==> src/rtl/bemf_pkg.sv <==
package bemf_pkg;

    // Divider choice for the word written to the output register.
    typedef enum logic {
        GAIN_HALF    = 1'b0,
        GAIN_QUARTER = 1'b1
    } bemf_gain_e;

    // Source of a load into the output register.
    typedef enum logic [1:0] {
        SRC_NONE  = 2'd0,
        SRC_LIVE  = 2'd1,
        SRC_STORE = 2'd2
    } bemf_src_e;

endpackage

==> src/rtl/bemf_window.sv <==
// Tracks the zero-current window. Produces the capture qualifier and the
// one-cycle window-close indication.
module bemf_window (
    input  logic clk,
    input  logic rst_n,
    input  logic coil_zero_i,
    input  logic pwm_strobe_i,
    output logic capture_o,
    output logic win_end_o
);

    typedef struct packed {
        logic zero;
    } win_st_t;

    win_st_t st_d, st_q;

    always_comb begin
        st_d      = st_q;
        st_d.zero = coil_zero_i;
        capture_o = coil_zero_i & pwm_strobe_i;
        win_end_o = st_q.zero & ~coil_zero_i;
    end

    always_ff @(posedge clk or negedge rst_n) begin
        if (!rst_n) begin
            st_q <= '0;
        end else begin
            st_q <= st_d;
        end
    end

endmodule

==> src/rtl/bemf_sampler.sv <==
// Private sample register: keeps the latest raw capture of the window and
// whether the window has produced one.
module bemf_sampler #(
    parameter int VW = 10
) (
    input  logic          clk,
    input  logic          rst_n,
    input  logic          capture_i,
    input  logic          win_end_i,
    input  logic [VW-1:0] vcoil_i,
    output logic [VW-1:0] samp_o,
    output logic          have_o
);

    typedef struct packed {
        logic          have;
        logic [VW-1:0] word;
    } smp_st_t;

    smp_st_t st_d, st_q;

    always_comb begin
        st_d = st_q;
        if (capture_i) begin
            st_d.word = vcoil_i;
            st_d.have = 1'b1;
        end else if (win_end_i) begin
            st_d.have = 1'b0;
        end
        samp_o = st_q.word;
        have_o = st_q.have;
    end

    always_ff @(posedge clk or negedge rst_n) begin
        if (!rst_n) begin
            st_q <= '0;
        end else begin
            st_q <= st_d;
        end
    end

endmodule

==> src/rtl/bemf_scale.sv <==
// Divider by right shift. The amounts are parameters; a shift of zero
// passes the word straight through.
module bemf_scale #(
    parameter int VW    = 10,
    parameter int SH_LO = 1,
    parameter int SH_HI = 2
) (
    input  logic                   gain_i,
    input  logic [VW-1:0]          word_i,
    output logic [VW-1:0]          word_o
);
    import bemf_pkg::*;

    logic [VW-1:0] lo_w, hi_w;

    generate
        if (SH_LO == 0) begin : g_lo_pass
            assign lo_w = word_i;
        end else begin : g_lo_shift
            assign lo_w = word_i >> SH_LO;
        end
        if (SH_HI == 0) begin : g_hi_pass
            assign hi_w = word_i;
        end else begin : g_hi_shift
            assign hi_w = word_i >> SH_HI;
        end
    endgenerate

    always_comb begin
        if (bemf_gain_e'(gain_i) == GAIN_QUARTER) begin
            word_o = hi_w;
        end else begin
            word_o = lo_w;
        end
    end

endmodule

==> src/rtl/bemf_hold.sv <==
// Output register with its switch enables. Picks the load source by mode
// and scales it on the way in.
module bemf_hold #(
    parameter int VW    = 10,
    parameter int SH_LO = 1,
    parameter int SH_HI = 2
) (
    input  logic          clk,
    input  logic          rst_n,
    input  logic          capture_i,
    input  logic          win_end_i,
    input  logic          trk_i,
    input  logic          gain_i,
    input  logic [VW-1:0] vcoil_i,
    input  logic [VW-1:0] samp_i,
    input  logic          have_i,
    output logic [VW-1:0] level_o,
    output logic          sample_en_o,
    output logic          hold_en_o
);
    import bemf_pkg::*;

    typedef struct packed {
        logic [VW-1:0] level;
        logic          sen;
        logic          hen;
    } hold_st_t;

    hold_st_t      st_d, st_q;
    bemf_src_e     src_w;
    logic [VW-1:0] raw_w;
    logic [VW-1:0] scaled_w;

    always_comb begin
        if (capture_i && trk_i) begin
            src_w = SRC_LIVE;
        end else if (win_end_i && !trk_i && have_i) begin
            src_w = SRC_STORE;
        end else begin
            src_w = SRC_NONE;
        end
        raw_w = (src_w == SRC_LIVE) ? vcoil_i : samp_i;
    end

    bemf_scale #(
        .VW    (VW),
        .SH_LO (SH_LO),
        .SH_HI (SH_HI)
    ) i_scale (
        .gain_i (gain_i),
        .word_i (raw_w),
        .word_o (scaled_w)
    );

    always_comb begin
        st_d     = st_q;
        st_d.sen = capture_i;
        st_d.hen = (src_w != SRC_NONE);
        if (src_w != SRC_NONE) begin
            st_d.level = scaled_w;
        end
        level_o     = st_q.level;
        sample_en_o = st_q.sen;
        hold_en_o   = st_q.hen;
    end

    always_ff @(posedge clk or negedge rst_n) begin
        if (!rst_n) begin
            st_q <= '0;
        end else begin
            st_q <= st_d;
        end
    end

endmodule

==> src/rtl/bemf_sh_seq.sv <==
module bemf_sh_seq #(
    parameter int VW    = 10,
    parameter int SH_LO = 1,
    parameter int SH_HI = 2
) (
    input  logic          clk,
    input  logic          rst_n,
    input  logic          pwm_strobe_i,
    input  logic          coil_zero_i,
    input  logic          trk_mode_i,
    input  logic          gain_sel_i,
    input  logic [VW-1:0] vcoil_i,
    output logic [VW-1:0] level_o,
    output logic          sample_en_o,
    output logic          hold_en_o
);

    logic          capture_w;
    logic          win_end_w;
    logic [VW-1:0] samp_w;
    logic          have_w;

    bemf_window i_window (
        .clk          (clk),
        .rst_n        (rst_n),
        .coil_zero_i  (coil_zero_i),
        .pwm_strobe_i (pwm_strobe_i),
        .capture_o    (capture_w),
        .win_end_o    (win_end_w)
    );

    bemf_sampler #(.VW(VW)) i_sampler (
        .clk       (clk),
        .rst_n     (rst_n),
        .capture_i (capture_w),
        .win_end_i (win_end_w),
        .vcoil_i   (vcoil_i),
        .samp_o    (samp_w),
        .have_o    (have_w)
    );

    bemf_hold #(
        .VW    (VW),
        .SH_LO (SH_LO),
        .SH_HI (SH_HI)
    ) i_hold (
        .clk         (clk),
        .rst_n       (rst_n),
        .capture_i   (capture_w),
        .win_end_i   (win_end_w),
        .trk_i       (trk_mode_i),
        .gain_i      (gain_sel_i),
        .vcoil_i     (vcoil_i),
        .samp_i      (samp_w),
        .have_i      (have_w),
        .level_o     (level_o),
        .sample_en_o (sample_en_o),
        .hold_en_o   (hold_en_o)
    );

endmodule

==> config.mk <==
export PLATFORM = sky130hd
export DESIGN_NAME = bemf_sh_seq
export DESIGN_NICKNAME = d
export VERILOG_FILES = /design/src/rtl/bemf_pkg.sv /design/src/rtl/bemf_window.sv /design/src/rtl/bemf_sampler.sv /design/src/rtl/bemf_scale.sv /design/src/rtl/bemf_hold.sv /design/src/rtl/bemf_sh_seq.sv
export SDC_FILE = /design/constraint.sdc
export NUM_CORES = 1
export LEC_CHECK = 0
export CELL_PAD_IN_SITES_DETAIL_PLACEMENT = 2
export CELL_PAD_IN_SITES_GLOBAL_PLACEMENT = 2
export CORE_UTILIZATION = 43
export CTS_CLUSTER_DIAMETER = 30
export CTS_CLUSTER_SIZE = 14
export DETAILED_ROUTE_END_ITERATION = 8
export DONT_BUFFER_PORTS = 1
export GPL_TIMING_DRIVEN = 0
export PLACE_DENSITY_LB_ADDON = 0.1
export SLEW_MARGIN = 20
export SYNTH_ARGS = -nofsm -noshare
export SYNTH_HDL_FRONTEND = slang
export SYNTH_HIERARCHICAL = 1
export SYNTH_SLANG_ARGS = --single-unit
==> constraint.sdc <==
create_clock -name clk -period 1.7 [get_ports clk]
set_input_delay 0.17 -clock clk [delete_from_list [all_inputs] [get_ports clk]]
set_output_delay 0.17 -clock clk [all_outputs]
set_load 0.005 [all_outputs]
Yosys cells after proc, flatten, opt, wreduce, memory -nomap -nowiden
Index checks and enable logic that the tools add are counted.

operators by class
  reduce and logical (&&, ||, !) cells = 6
  bitwise operators = 3
  multiplexer cells = 6
  equal/unequal tests = 1

operator list
  operator            number
  $mux 10             1
  $mux 9              1
  $mux 2              2
  $reduce_bool 2->1   2
  $logic_and 1x1->1   3
  $and 1x1->1         2
  $eq 2x1->1 const B  1
  $mux 1              2
  $logic_not 1->1     1
  $not 1->1           1

storage, ports and cells
  flip-flop bits (word level) = 24
  output and inout port bits = 12

Depth between registers and ports, before layout
  depth after elaboration = 9
  gate-level depth with buffers = 6

Hierarchy
The synthesis kept the hierarchy.

modules (own cells, without submodules)
  module        instances  area each (µm²)  cells an instance
  bemf_hold     1          593.1            37
  bemf_sampler  1          445.4            24
  bemf_scale    1          151.4            12
  bemf_window   1          41.3             3

Least setup slack after synthesis
Ideal clock, no wire load.

  path kind = input-to-reg
  start = in coil_zero_i
  end = reg i_hold.st_q, in the netlist i_hold/level_o[1]
  setup time = 125 ps
  cell stages on the path = 6
  buffers on the path = 1
  data arrival time = 1530 ps
  setup slack = 45 ps
  required time = 1575 ps
  cells stage by stage = and2_2 nand2_1 buf_2 mux2_2 mux2_4 mux2_2

between the ends
  cells in the longest elaborated chain, start to end = 9
  elaborated cells between the ends (all ways) = 12

RTL lines
  what                            line               RTL
  start: declaration              bemf_sh_seq.sv:9   input logic coil_zero_i,
  $not 1->1                       bemf_window.sv:22  win_end_o = st_q.zero & ~coil_zero_i;
  $and 1x1->1                     bemf_window.sv:22
  $logic_and 1x1->1 (2 in a row)  bemf_hold.sv:37    end else if (win_end_i && !trk_i && have_i) begin
  $mux 2                          bemf_hold.sv:37
  $mux 2 *                        bemf_hold.sv:35    if (capture_i && trk_i) begin
  $eq 2x1->1 *                    bemf_hold.sv:42    raw_w = (src_w == SRC_LIVE) ? vcoil_i : samp_i;
  $mux 10 *                       bemf_hold.sv:42
  net i_hold.raw_w[2]             bemf_hold.sv:31    logic [VW-1:0] raw_w;
  $mux 9 *                        bemf_scale.sv:30   if (bemf_gain_e'(gain_i) == GAIN_QUARTER) begin
  net i_hold.scaled_w[1]          bemf_hold.sv:32    logic [VW-1:0] scaled_w;
  end signal: assignment          bemf_hold.sv:71    st_q <= st_d;
  end: declaration                bemf_hold.sv:29    hold_st_t st_d, st_q;

Mark *: on every way through the listed nets, which the timed path passes. The rest lies on a longest branch.
A chain may end at the register's enable or synchronous reset.

Worst setup path after layout
  start = in coil_zero_i
  end = reg i_hold.st_q, in the netlist i_hold/level_o[2]

Same word-level chain as after synthesis.

==> flow_metrics.env <==
export IMPL_p_clk_share_pct=18.5
export IMPL_gp_congestion=0.690
export IMPL_coreArea_um2=2540
export IMPL_cts_resized=0
export IMPL_cts_max_level=1
export IMPL_clk_latency_ns=0.30
export IMPL_detail_route_wl_per_cell_um=18.9
export IMPL_post_place_ws_ns=-0.103
export IMPL_drv_cap=0
export IMPL_max_slew_worst_pin_slew_ns=0.520
export IMPL_rsz0062_at_grt="false"
export IMPL_final_setup_viol_count=0
export IMPL_vdd_drop_max_uv=574
export IMPL_io_buffer_count=0
export IMPL_syn_nets=89
export IMPL_insertedDiodeCount=0
export IMPL_synthCells=73
export IMPL_internal_power_uw=995
export IMPL_ff2ff_path_depth=5
export IMPL_place_inst=103
export IMPL_cp_arrival_ns=1.66
export IMPL_regToRegSetupSlack_ns=0.36
export IMPL_drt_wl_total_um=2200
export IMPL_final_area_um2=1330
export IMPL_cts_tree="built"
export IMPL_p_seq_share_pct=55.6
export IMPL_cp_start_kind="primary input"
export IMPL_holdBufCountCts=7
export IMPL_wl_met2_um=1140
export IMPL_clk_pin_slew_ns=0.13
export IMPL_fp_row_count=18
export IMPL_overflow=0
export IMPL_die_h_um=54.4
export IMPL_min_path_type="primary input to flip-flop"
export IMPL_root_buffer="clkbuf_4"
export IMPL_p_total_uw=1340
export IMPL_cp_required_ns=1.89
export IMPL_crit_fanout=9
export IMPL_drive_gt1_share_pct=58.1
export IMPL_syn_avg_cell_area_um2=16.2
export IMPL_dpl_cell_area_um2=1220
export IMPL_seq_area_um2=576
export IMPL_ioPinCount=28
export IMPL_holdPathStages=1
export IMPL_multiInputGateArea_um2=554
export IMPL_yosys_warnings=6
export IMPL_cts_buffers=3
export IMPL_combPwrFrac_pct=25.8
export IMPL_leakage_uw=0.000623
export IMPL_clock_skew_ns=0.00926
export IMPL_via_per_inst=5.19
export IMPL_cts_buffer_depth=2
export IMPL_fin_ws_ns=0.232
export IMPL_antenna_found_initial=0
export IMPL_clock_sinks=23
export IMPL_r2r_end="i_hold/level_o[2]"
export IMPL_worstSetupPathType="primary input to flip-flop"
export IMPL_power_switching_uw=343
export IMPL_drc=0
export IMPL_ant_nets=0
export IMPL_final_common_cell="mux2_4"
export IMPL_max_freq_mhz=681
export IMPL_layout_nets=103
export IMPL_area_growth_pct=12.6
export IMPL_crit_start="coil_zero_i"
export IMPL_post_route_period_util_pct=86.3
export IMPL_initial_core_util_pct=46.4
export IMPL_period_needed_ns=1.47
export IMPL_power_density_nw_per_um2=1010
export IMPL_outcome="complete, no violations"
export IMPL_highest_layer="met4"
export IMPL_vias=602
export IMPL_m1WireLength_um=946
export IMPL_wl_met3_um=92
export IMPL_grt_start_max_net_pins=24
export IMPL_dr_pass1_iters=2
export IMPL_endpoint_kind="flip-flop"
export IMPL_r2r_start="i_window/st_q"
export IMPL_synth_area_um2=1180
export IMPL_grt_pass1_vias=744
export IMPL_hp_start="vcoil_i[7]"
export IMPL_track_usage_pct=16.9
export IMPL_final_cells=116
export IMPL_hold_viol=0
export IMPL_die_width_um=54.4
export IMPL_switching_share_pct=25.7
export IMPL_whs_endpoint="i_sampler/samp_o[7]"
export IMPL_grt_pass1_wl_um=3420
export IMPL_max_slew_margin_rel_pct=65.3
export IMPL_n_fill_cell=243
export IMPL_die_area_um2=2960
export IMPL_initialDrtViolationCount=1
export IMPL_slew_violations=0
export IMPL_cts_setup_buffers=0
export IMPL_layout_common_cells="mux2_4, dfrtp_1, mux2_2"
[worst max-delay path by stage]
stage	to
floorplan	i_hold/level_o[1]
global placement	i_hold/level_o[2]
detailed placement	i_hold/level_o[2]
CTS	i_hold/level_o[2]
global route	i_hold/level_o[2]
finish	i_hold/level_o[2]
[worst max-delay path, cell delays in order]
cell	delay (ns)
and2_2	0.21
nand2_1	0.10
buf_2	0.25
mux2_2	0.38
mux2_4	0.27
mux2_4	0.27
[metal layers]
| layer | GRT usage (%) | up-vias |
|---|---|---|
| met3 | 3.61 | 2 |
| met2 | 30.3 | 16 |
| li1 | - | 276 |
| met1 | 19.8 | 308 |
| met4 | 5.13 | 0 |
| met5 | 0 | - |
[power groups by stage]
stage	clock (µW)	combinational [µW]	sequential, µW
floorplan	0	286	729
global placement	0	307	748
detailed placement	0	324	758
CTS	262	350	748
global route	277	372	766
finish	248	345	744
[metrics by stage]
stage	TNS, ns	hold WS (ns)	utilization [%]
2_1_floorplan	0	-0.126	-
3_3_place_gp	-0.429	-0.125	47.8
3_5_place_dp	-0.660	-0.125	47.8
4_1_cts	0	0.000422	51.6
5_1_grt	0	0.00225	52.2
6_report	0	0.0116	52.2
[area by class of cell]
| class | count | area share [%] |
|---|---|---|
| sequential | 23 | 43.3 |
| multi-input combinational | 44 | 41.7 |
| tap | 30 | 2.82 |
| clock buffer | 4 | 1.98 |
| timing repair buffer | 9 | 6.40 |
| inverter | 1 | 0.282 |
| buffer | 5 | 3.48 |
[registers in the layout, indices dropped and copies added, names as in the netlist]
| name | count |
|---|---|
| i_hold/sample_en_o | 1 |
| i_hold/level_o | 10 |
| i_window/st_q | 1 |
| i_sampler/have_o | 1 |
| i_hold/hold_en_o | 1 |
| i_sampler/samp_o | 9 |
(Power assumes the default switching activity.)
